[src/rtl/spi_seq_pkg.sv]
package spi_seq_pkg;
    localparam int INSTR_W = 16;
    localparam int OPC_W   = 4;
    localparam int ARG1_W  = 4;
    localparam int ARG2_W  = 8;

    typedef enum logic [1:0] {
        ST_IDLE  = 2'd0,
        ST_EXEC  = 2'd1,
        ST_BURST = 2'd2,
        ST_WAIT  = 2'd3
    } seq_state_e;

    localparam logic [OPC_W-1:0] OPC_XFER  = 4'd0;
    localparam logic [OPC_W-1:0] OPC_CS    = 4'd1;
    localparam logic [OPC_W-1:0] OPC_WREG  = 4'd2;
    localparam logic [OPC_W-1:0] OPC_MISC  = 4'd3;
    localparam logic [OPC_W-1:0] OPC_CSINV = 4'd4;

    localparam logic [ARG1_W-1:0] MISC_SYNC  = 4'd0;
    localparam logic [ARG1_W-1:0] MISC_SLEEP = 4'd1;

    localparam logic [ARG1_W-1:0] REG_DIV  = 4'd0;
    localparam logic [ARG1_W-1:0] REG_MODE = 4'd1;
    localparam logic [ARG1_W-1:0] REG_BITS = 4'd2;
endpackage

[src/rtl/seq_delay_timer.sv]
module seq_delay_timer #(
    parameter int W = 18
) (
    input  logic         clk,
    input  logic         rst_n,
    input  logic         load,
    input  logic [W-1:0] load_val,
    output logic         zero
);
    logic [W-1:0] cnt_q;

    always_ff @(posedge clk or negedge rst_n) begin
        if (!rst_n) begin
            cnt_q <= '0;
        end else if (load) begin
            cnt_q <= load_val;
        end else if (cnt_q != '0) begin
            cnt_q <= cnt_q - W'(1);
        end
    end

    assign zero = (cnt_q == '0);
endmodule

[src/rtl/seq_cfg_regs.sv]
module seq_cfg_regs
    import spi_seq_pkg::*;
#(
    parameter int VAL_W    = 8,
    parameter int BITS_RST = 8
) (
    input  logic              clk,
    input  logic              rst_n,
    input  logic              wr_en,
    input  logic [ARG1_W-1:0] wr_sel,
    input  logic [VAL_W-1:0]  wr_val,
    output logic [VAL_W-1:0]  div_o,
    output logic [VAL_W-1:0]  mode_o,
    output logic [VAL_W-1:0]  bits_o
);
    localparam int NREG = 3;
    logic [VAL_W-1:0] regs_q [NREG];

    for (genvar g = 0; g < NREG; g++) begin : g_reg
        localparam logic [VAL_W-1:0] RST_V = (g == int'(REG_BITS)) ? VAL_W'(BITS_RST) : '0;
        always_ff @(posedge clk or negedge rst_n) begin
            if (!rst_n) begin
                regs_q[g] <= RST_V;
            end else if (wr_en && (wr_sel == ARG1_W'(g))) begin
                regs_q[g] <= wr_val;
            end
        end
    end

    assign div_o  = regs_q[int'(REG_DIV)];
    assign mode_o = regs_q[int'(REG_MODE)];
    assign bits_o = regs_q[int'(REG_BITS)];
endmodule

[src/rtl/seq_cs_ctrl.sv]
module seq_cs_ctrl #(
    parameter int LINES = 8
) (
    input  logic             clk,
    input  logic             rst_n,
    input  logic             force_off,
    input  logic             inv_load,
    input  logic [LINES-1:0] inv_val,
    input  logic             apply,
    input  logic [LINES-1:0] sel_val,
    output logic [LINES-1:0] cs_n
);
    logic [LINES-1:0] sel_q;
    logic [LINES-1:0] inv_pend_q;
    logic [LINES-1:0] inv_act_q;

    always_ff @(posedge clk or negedge rst_n) begin
        if (!rst_n) begin
            sel_q      <= '1;
            inv_pend_q <= '0;
            inv_act_q  <= '0;
        end else begin
            if (inv_load) begin
                inv_pend_q <= inv_val;
            end
            if (force_off) begin
                sel_q <= '1;
            end else if (apply) begin
                sel_q     <= sel_val;
                inv_act_q <= inv_pend_q;
            end
        end
    end

    assign cs_n = sel_q ^ inv_act_q;
endmodule

[src/rtl/seq_irq_ctrl.sv]
module seq_irq_ctrl #(
    parameter int NSRC = 4
) (
    input  logic            clk,
    input  logic            rst_n,
    input  logic [NSRC-1:0] set_i,
    input  logic [NSRC-1:0] clr_i,
    input  logic [NSRC-1:0] en_i,
    output logic [NSRC-1:0] pend_o,
    output logic            irq_o
);
    logic [NSRC-1:0] pend_q;

    always_ff @(posedge clk or negedge rst_n) begin
        if (!rst_n) begin
            pend_q <= '0;
        end else begin
            pend_q <= (pend_q & ~clr_i) | set_i;
        end
    end

    assign pend_o = pend_q;
    assign irq_o  = |(pend_q & en_i);
endmodule

[src/rtl/spi_seq_top.sv]
module spi_seq_top
    import spi_seq_pkg::*;
#(
    parameter int CS_LINES = 8,
    parameter int BITS_RST = 8,
    parameter int NIRQ     = 4
) (
    input  logic                clk,
    input  logic                rst_n,
    input  logic                hold,
    input  logic                cmd_valid,
    input  logic [INSTR_W-1:0]  cmd_data,
    output logic                cmd_ready,
    output logic                burst_start,
    output logic [ARG1_W-1:0]   burst_flags,
    output logic [ARG2_W-1:0]   burst_words_m1,
    input  logic                burst_done,
    output logic [CS_LINES-1:0] cs_n,
    output logic [ARG2_W-1:0]   clk_div,
    output logic [ARG2_W-1:0]   mode_cfg,
    output logic [ARG2_W-1:0]   word_bits,
    output logic                sync_strobe,
    output logic [ARG2_W-1:0]   sync_id,
    input  logic                cmd_low,
    input  logic                tx_low,
    input  logic                rx_high,
    input  logic [NIRQ-1:0]     irq_clr,
    input  logic [NIRQ-1:0]     irq_en,
    output logic [NIRQ-1:0]     irq_pend,
    output logic                irq
);
    // Delay count width: (max arg2 + 1) * 2 * (max divider + 1)
    localparam int TMR_W = 2 * ARG2_W + 2;

    seq_state_e           state_q, state_d;
    logic [INSTR_W-1:0]   ir_q;
    logic [OPC_W-1:0]     opc;
    logic [ARG1_W-1:0]    arg1;
    logic [ARG2_W-1:0]    arg2;
    logic                 exec_act;
    logic                 is_sleep;
    logic                 reg_wr;
    logic                 inv_ld;
    logic                 tmr_ld;
    logic [TMR_W-1:0]     tmr_val;
    logic [TMR_W-1:0]     period;
    logic                 tmr_zero;
    logic                 cs_apply;
    logic [ARG2_W-1:0]    sync_id_q;
    logic [NIRQ-1:0]      irq_set;

    assign opc  = ir_q[INSTR_W-1 -: OPC_W];
    assign arg1 = ir_q[ARG2_W +: ARG1_W];
    assign arg2 = ir_q[ARG2_W-1:0];

    always_ff @(posedge clk or negedge rst_n) begin
        if (!rst_n) begin
            state_q <= ST_IDLE;
        end else begin
            state_q <= state_d;
        end
    end

    always_ff @(posedge clk or negedge rst_n) begin
        if (!rst_n) begin
            ir_q      <= '0;
            sync_id_q <= '0;
        end else begin
            if (cmd_ready && cmd_valid) begin
                ir_q <= cmd_data;
            end
            if (sync_strobe) begin
                sync_id_q <= arg2;
            end
        end
    end

    assign is_sleep = (opc == OPC_MISC) && (arg1 == MISC_SLEEP);

    always_comb begin
        state_d = state_q;
        if (hold) begin
            state_d = ST_IDLE;
        end else begin
            unique case (state_q)
                ST_IDLE:  if (cmd_valid) state_d = ST_EXEC;
                ST_EXEC: begin
                    if (opc == OPC_XFER) begin
                        state_d = ST_BURST;
                    end else if ((opc == OPC_CS) || is_sleep) begin
                        state_d = ST_WAIT;
                    end else begin
                        state_d = ST_IDLE;
                    end
                end
                ST_BURST: if (burst_done) state_d = ST_IDLE;
                ST_WAIT:  if (tmr_zero) state_d = ST_IDLE;
                default:  state_d = ST_IDLE;
            endcase
        end
    end

    always_comb begin
        period      = (TMR_W'(clk_div) + TMR_W'(1)) << 1;
        cmd_ready   = !hold && (state_q == ST_IDLE);
        exec_act    = !hold && (state_q == ST_EXEC);
        burst_start = exec_act && (opc == OPC_XFER);
        sync_strobe = exec_act && (opc == OPC_MISC) && (arg1 == MISC_SYNC);
        reg_wr      = exec_act && (opc == OPC_WREG);
        inv_ld      = exec_act && (opc == OPC_CSINV);
        tmr_ld      = hold || (exec_act && ((opc == OPC_CS) || is_sleep));
        if (hold) begin
            tmr_val = '0;
        end else if (opc == OPC_CS) begin
            tmr_val = TMR_W'(arg1) * period;
        end else begin
            tmr_val = (TMR_W'(arg2) + TMR_W'(1)) * period - TMR_W'(1);
        end
        cs_apply    = !hold && (state_q == ST_WAIT) && tmr_zero && (opc == OPC_CS);
    end

    assign burst_flags    = arg1;
    assign burst_words_m1 = arg2;
    assign sync_id        = sync_id_q;
    assign irq_set        = {sync_strobe, rx_high, tx_low, cmd_low};

    seq_delay_timer #(.W(TMR_W)) u_timer (
        .clk      (clk),
        .rst_n    (rst_n),
        .load     (tmr_ld),
        .load_val (tmr_val),
        .zero     (tmr_zero)
    );

    seq_cfg_regs #(.VAL_W(ARG2_W), .BITS_RST(BITS_RST)) u_regs (
        .clk    (clk),
        .rst_n  (rst_n),
        .wr_en  (reg_wr),
        .wr_sel (arg1),
        .wr_val (arg2),
        .div_o  (clk_div),
        .mode_o (mode_cfg),
        .bits_o (word_bits)
    );

    seq_cs_ctrl #(.LINES(CS_LINES)) u_cs (
        .clk       (clk),
        .rst_n     (rst_n),
        .force_off (hold),
        .inv_load  (inv_ld),
        .inv_val   (arg2[CS_LINES-1:0]),
        .apply     (cs_apply),
        .sel_val   (arg2[CS_LINES-1:0]),
        .cs_n      (cs_n)
    );

    seq_irq_ctrl #(.NSRC(NIRQ)) u_irq (
        .clk    (clk),
        .rst_n  (rst_n),
        .set_i  (irq_set),
        .clr_i  (irq_clr),
        .en_i   (irq_en),
        .pend_o (irq_pend),
        .irq_o  (irq)
    );
endmodule

[config.mk]
export PLATFORM = sky130hd
export DESIGN_NAME = spi_seq_top
export DESIGN_NICKNAME = d
export VERILOG_FILES = /design/src/rtl/spi_seq_pkg.sv /design/src/rtl/seq_delay_timer.sv /design/src/rtl/seq_cfg_regs.sv /design/src/rtl/seq_cs_ctrl.sv /design/src/rtl/seq_irq_ctrl.sv /design/src/rtl/spi_seq_top.sv
export SDC_FILE = /design/constraint.sdc
export NUM_CORES = 1
export LEC_CHECK = 0
export ABC_AREA = 1
export BUFFER_PORTS_ARGS = -buffer_cell sky130_fd_sc_hd__buf_2
export CAP_MARGIN = 10
export CORE_UTILIZATION = 55
export DETAILED_ROUTE_END_ITERATION = 7
export PLACE_DENSITY_LB_ADDON = 0.15
export SETUP_SLACK_MARGIN = 0.4
export SLEW_MARGIN = 20
export SYNTH_ARGS = -nofsm -noshare
export SYNTH_HDL_FRONTEND = slang
export SYNTH_SLANG_ARGS = --single-unit
export TNS_END_PERCENT = 50
[constraint.sdc]
create_clock -name clk -period 13.7 [get_ports clk]
set_input_delay 0.685 -clock clk [delete_from_list [all_inputs] [get_ports clk]]
set_output_delay 0.685 -clock clk [all_outputs]
set_load 0.05 [all_outputs]
==> results of run 1 <==
## cell usage in the layout (no fill, tap or decap), drive strengths merged
cell and n:
clkinv 5, or2 6, a21o 1, o21bai 5, mux2 9, a31oi 2
nor3 13, a21oi 44, nor2 139, nand4 18, buf 92, or3 1
xnor2 8, dfrtp 87, nor4 4, o22ai 1, o31ai 2, a221oi 1
fa 63, dfstp 9, xor2 23, o21ai 70, nand2 266, inv 225
clkbuf 9, o211ai 10, o21a 1, ha 57, nand3b 5, nand3 63
## layer usage
metal  vias up  track usage  share of wire
li1       3748            -              -
met1      3606       0.3703           0.45
met2       211       0.4470           0.47
met3        26      0.05166          0.060
met4         0      0.06224          0.013
met5         -            0              0
## cells by family after synthesis
group                    synth area share
AO/OA/AOI/OAI                     0.08415
buffers and inverters              0.1177
XOR/XNOR                          0.03023
adder cells (fa/ha/maj)            0.2198
AND/OR/NAND/NOR                    0.2664
flip-flops                         0.2687
multiplexers                      0.01296
## cells in the mapped netlist (8+ instances only)
master / n / area, um^2
a21oi_1: 41 / 205.2
buf_4: 17 / 127.6
clkbuf_1: 8 / 30.03
dfrtp_1: 87 / 2177
dfstp_2: 9 / 236.5
fa_1: 63 / 1261
ha_1: 57 / 713.2
inv_1: 209 / 784.5
inv_2: 12 / 45.04
nand2_1: 246 / 923.4
nand2_2: 16 / 100.1
nand3_1: 57 / 285.3
nand4_1: 15 / 93.84
nor2_1: 119 / 446.7
nor2_2: 15 / 93.84
nor3_1: 9 / 45.04
o211ai_1: 10 / 75.07
o21ai_0: 50 / 250.2
o21ai_1: 19 / 95.09
xnor2_1: 8 / 70.07
xor2_1: 23 / 201.4
## registers in the layout, summed over array words and instances (netlist names)
signal           flops
u_timer.cnt_q       18
ir_q                16
sync_id              8
u_cs.inv_act_q       8
u_cs.inv_pend_q      8
u_cs.sel_q           8
u_regs.bits_o        8
u_regs.div_o         8
u_regs.mode_o        8
u_irq.pend_o         4
state_q              2
## path summary, 6_finish.rpt
check	endpoint	slack (ns)	depth (start not counted)
setup reg to reg	u_timer.cnt_q[14]$_DFFE_PN0P_	7.35	27
hold reg to reg	u_regs.bits_o[3]$_DFFE_PN1P_	0.48	2
setup / recovery	u_timer.cnt_q[14]$_DFFE_PN0P_	7.35	27
hold / removal	u_cs.inv_act_q[1]$_DFFE_PN0P_	0.21	1
min in group clk	u_regs.bits_o[3]$_DFFE_PN1P_	0.48	2
max in group asynchronous	u_regs.bits_o[6]$_DFFE_PN0P_	12.30	2
## layout make-up
class / instances / area [um^2] / area share
Timing Repair Buffer: 92 / 465.4 / 0.04747
Clock buffer: 9 / 225.2 / 0.02297
Clock inverter: 7 / 81.33 / 0.008295
Multi-Input combinational cell: 812 / 5510 / 0.5620
Sequential cell: 96 / 2414 / 0.2462
Tap cell: 216 / 270.3 / 0.02757
Inverter: 223 / 838.3 / 0.08550
## where the power goes
part	internal (mW)	switching, mW	leakage, nW
logic	0.145	0.323	4.03
registers	0.334	0.0507	1.23
clock network	0.131	0.126	0.150
total	0.610	0.500	5.42
## critical path, stage by stage, from the launching register on
cell      delay [ns]
dfrtp_1         0.59
ha_1            0.24
nand2_1         0.09
nor2_2          0.18
nand2_1         0.09
xor2_1          0.58
inv_1           0.37
nor2_1          0.24
fa_1            0.47
fa_1            0.52
fa_1            0.54
inv_1           0.05
fa_1            0.53
inv_1           0.04
ha_1            0.40
nand2_1         0.11
nand2_1         0.06
inv_2           0.11
nor2_1          0.06
nor2_1          0.17
nand3b_1        0.13
nand2_1         0.12
nand2_1         0.10
nor3_2          0.15
nand2_1         0.08
nand2_1         0.06
nand3_1         0.07
a21oi_1         0.12
## metrics by stage
stage	power [mW]	cell area [um^2]	util	instances
global route	1.186	9804	0.6172	1455
CTS	1.113	9804	0.6172	1455
global placement	0.8496	9498	0.5979	1439
detailed placement	0.8543	9498	0.5979	1439
floorplan	0.7462	8981	-	1166
finish	1.110	9804	0.6172	1455
==> flow_metrics.tcl, run 1 <==
set metrics [dict create \
    worstPathRequired_ns 13.98 \
    antenna_found_initial 1 \
    min_period_ns 6.352 \
    grt_max_degree 74 \
    finalSetupTns_ns 0 \
    ys.flop_type "dfrtp_1" \
    holdWs_ns 0.2146 \
    path_clk_slew_ns 0.07 \
    report.final.setup_viol 0 \
    seq_area_frac_synth 0.2687 \
    core_mm2 0.01589 \
    tightest_slew_ns 1.022 \
    cts_hold_buffers 0 \
    drv_cap 0 \
    peakVddDrop_mv 0.07744 \
    drt-total-wl_um 21610 \
    n_antenna_cell 0 \
    clockBufferDepth 2 \
    root_buffer "clkbuf_16" \
    drt_iter0_markers 463 \
    dieArea_mm2 0.01684 \
    drc 0 \
    power.density_mw_per_mm2 113.2 \
    rows 46 \
    place_congestion 0.9099 \
    ys_types 53 \
    nets 1386 \
    critPathLaunch "u_regs.div_o[0]$_DFFE_PN0P_" \
    rsz0062_at_grt "false" \
    dieWidth_um 129.8 \
    r2r_start "u_regs.div_o[0]$_DFFE_PN0P_" \
    cts_resized 0 \
    grt_usage 0.2709 \
    path_max_fanout 10 \
    fin_worst_skew_ns 0.01547 \
    hold_violations 0 \
    start_util 0.5654 \
    hold_class "in -> async" \
    clock_sinks 96 \
    yosysWarnings 0 \
    hpwl_um 17400 \
    cts_setup_buffers 0 \
    h-tree-depth 3 \
    async_flop_share 1.000 \
    relSlewSlack 0.3172 \
    status "completed" \
    vias_per_cell 5.217 \
    maxSlewViolCount 0 \
    ant_nets 0 \
    path_class "reg -> reg" \
    area_delta_synth_final_pct 9.167 \
    num-fill-cells 1487 \
    fp.dieH_um 129.8 \
    drt_pre_antenna_iters 6 \
    ys_seq_elements 96 \
    synth_area_mm2 0.008981 \
    vias 7591 \
    syn_area_per_cell_um2 7.702 \
    startpoint_type "flop" \
    end_kind "flop" \
    clock_latency_ns 0.36 \
    post-route-period-util 0.4637 \
    numCtsBuffers 9 \
    portBuffers 91 \
    cp.arrival_ns 6.63 \
    ioPinCount 92 \
    grt_pass1_vias 7273 \
    syn_nets 1318 \
    drive_gt1_frac 0.1638 \
    fin_ws_ns 7.348 \
    grt_pass1_wl_um 35410 \
    overflow 0 \
    cts_tree "done" \
    pre_cts_ws_ns 7.482 \
    syn-instance-count 1166 \
    wl_per_cell_um 14.85 \
    power_leakage_nw 5.417 \
    synth-edff-count 0 \
    max_freq_ghz 0.1574 \
]
(Power assumes the default switching activity.)
==> inputs of run 2 (changes only) <==
clock period = 6.62 ns   (was 13.7 ns; I/O delays follow)
==> flow_metrics.tcl, run 2 (synthesis gave the netlist of run 1 again) <==
set metrics [dict create \
    status "completed" \
    maxSlewViolCount 0 \
    crit_slowest_cell "fa_1" \
    largestRegisters "u_timer.cnt_q: 18 flops, ir_q: 16 flops" \
    post-route-period-util 0.8714 \
    path_class "reg -> reg" \
    pre_cts_ws_ns 0.4532 \
    grt_usage 0.2702 \
    hold_class "in -> reg" \
    drt-total-wl_um 21580 \
    instances_no_fill 1458 \
    worstPathRequired_ns 6.89 \
    ioPinCount 92 \
    r2r_slack_ns 0.85 \
    relSlewSlack 0.3218 \
    drt_iter0_markers 472 \
    tightest_slew_ns 1.015 \
    numCtsBuffers 9 \
    path_max_fanout 10 \
    finalSetupTns_ns 0 \
    drc 0 \
    power.density_mw_per_mm2 233.4 \
    place_congestion 0.9161 \
    hold_violations 0 \
    portBuffers 91 \
    hold_path_depth 2 \
    grt_max_degree 74 \
    fin_worst_skew_ns 0.01466 \
    holdCritStartpoint "irq_clr[3]" \
    end_kind "flop" \
    wl_per_cell_um 14.80 \
    nets 1389 \
    drv_cap 0 \
    dieWidth_um 129.8 \
    globalRoute.busiestLayer "met2" \
    holdPathEnd "u_irq.pend_o[3]$_DFF_PN0_" \
    antenna_found_initial 1 \
    dieArea_mm2 0.01684 \
    n_antenna_cell 0 \
    clockBufferDepth 2 \
    rr_endpoint "u_timer.cnt_q[14]$_DFFE_PN0P_" \
    cp.arrival_ns 6.04 \
    vias 7549 \
    power_leakage_nw 5.433 \
    r2r_cells 27 \
    startpoint_type "flop" \
    cts_setup_buffers 0 \
    grt_pass1_vias 7191 \
    fp.dieH_um 129.8 \
    clock_sinks 96 \
    use_met2 0.4306 \
    hpwl_um 17380 \
    vias_per_cell 5.178 \
    ant_nets 0 \
    start_util 0.5654 \
    peakVddDrop_mv 0.1852 \
    h-tree-depth 3 \
    use_met1 0.3833 \
    cts_tree "done" \
    placed_cells_incl_taps 1441 \
    rows 46 \
    final_cell_mix "nand2_1 (246), inv_1 (209), nor2_1 (119), buf_2 (90), dfrtp_1 (86)" \
    drt_pre_antenna_iters 5 \
    crit_top_cell "nand2_1" \
    r2r_start "u_regs.div_o[0]$_DFFE_PN0P_" \
    grt_pass1_wl_um 35300 \
    slowest_delay_ns 0.54 \
    report.final.setup_viol 0 \
    regMostFlops "u_timer.cnt_q" \
    final_common_cell "nand2_1" \
    area_delta_synth_final_pct 9.668 \
    root_buffer "clkbuf_16" \
    fin_ws_ns 0.8515 \
    use_met3 0.05207 \
    drive_gt1_frac 0.1667 \
    min_period_ns 5.769 \
    path_clk_slew_ns 0.08 \
    holdWs_ns 0.1470 \
    max_freq_ghz 0.1734 \
    core_mm2 0.01589 \
    clock_latency_ns 0.35 \
    rsz0062_at_grt "false" \
    largest_reg_flops 18 \
    overflow 0 \
]
[run 2: area by class of cell]
cell class	count	area, um^2
inverters	223	838.3
repair buffers	95	490.5
multi-input cells	812	5529
fillers	1481	6036
flip-flops and latches	96	2415
well taps	216	270.3
clock inverters	7	81.33
clock buffers	9	225.2
[run 2: metrics by stage]
step / power [mW] / util / area, um^2
finish: 2.298 / 0.6200 / 9849
global route: 2.462 / 0.6200 / 9849
CTS: 2.309 / 0.6188 / 9829
detailed placement: 1.773 / 0.5989 / 9513
global placement: 1.762 / 0.5989 / 9513
floorplan: 1.544 / - / 8981
[run 2: what timing repair did]
| item | CTS | global route |
|---|---|---|
| hold buffers | 1 | 0 |
| gates resized for setup | 0 | 3 |
| endpoints found under the setup margin | 0 | 7 |
| endpoints found under the hold margin | 22 | 0 |
[run 2: worst max-delay path: cells and delay by family, from the launching register on]
family	cells	cell delay [ns]
AO/OA/AOI/OAI	1	0.13
AND/OR/NAND/NOR	15	1.69
XOR/XNOR	1	0.27
adder cells (fa/ha/maj)	6	2.66
buffers and inverters	4	0.43
flip-flops	1	0.51
[run 2: layer usage]
layer,vias to the layer above,routed length [um]
met1,3581,10240
met3,26,1045
li1,3760,-
met2,180,9981
met4,2,305
met5,-,8
[run 2: worst max path at each step]
stage	startpoint	end	slack (ns)
after floorplan	u_regs.div_o[1]$_DFFE_PN0P_	u_timer.cnt_q[17]$_DFFE_PN0P_	1.10
after global placement	u_regs.div_o[0]$_DFFE_PN0P_	u_timer.cnt_q[14]$_DFFE_PN0P_	0.44
after detailed placement	u_regs.div_o[0]$_DFFE_PN0P_	u_timer.cnt_q[14]$_DFFE_PN0P_	0.45
after CTS	u_regs.div_o[0]$_DFFE_PN0P_	u_timer.cnt_q[14]$_DFFE_PN0P_	0.42
after global routing	ir_q[0]$_DFFE_PN0P_	u_timer.cnt_q[14]$_DFFE_PN0P_	0.41
final	u_regs.div_o[0]$_DFFE_PN0P_	u_timer.cnt_q[14]$_DFFE_PN0P_	0.85
[run 2: where the power goes]
part / switching [mW] / total (mW) / internal [mW]
combinational: 0.668 / 0.970 / 0.302
clock: 0.258 / 0.528 / 0.270
sequential: 0.108 / 0.800 / 0.692
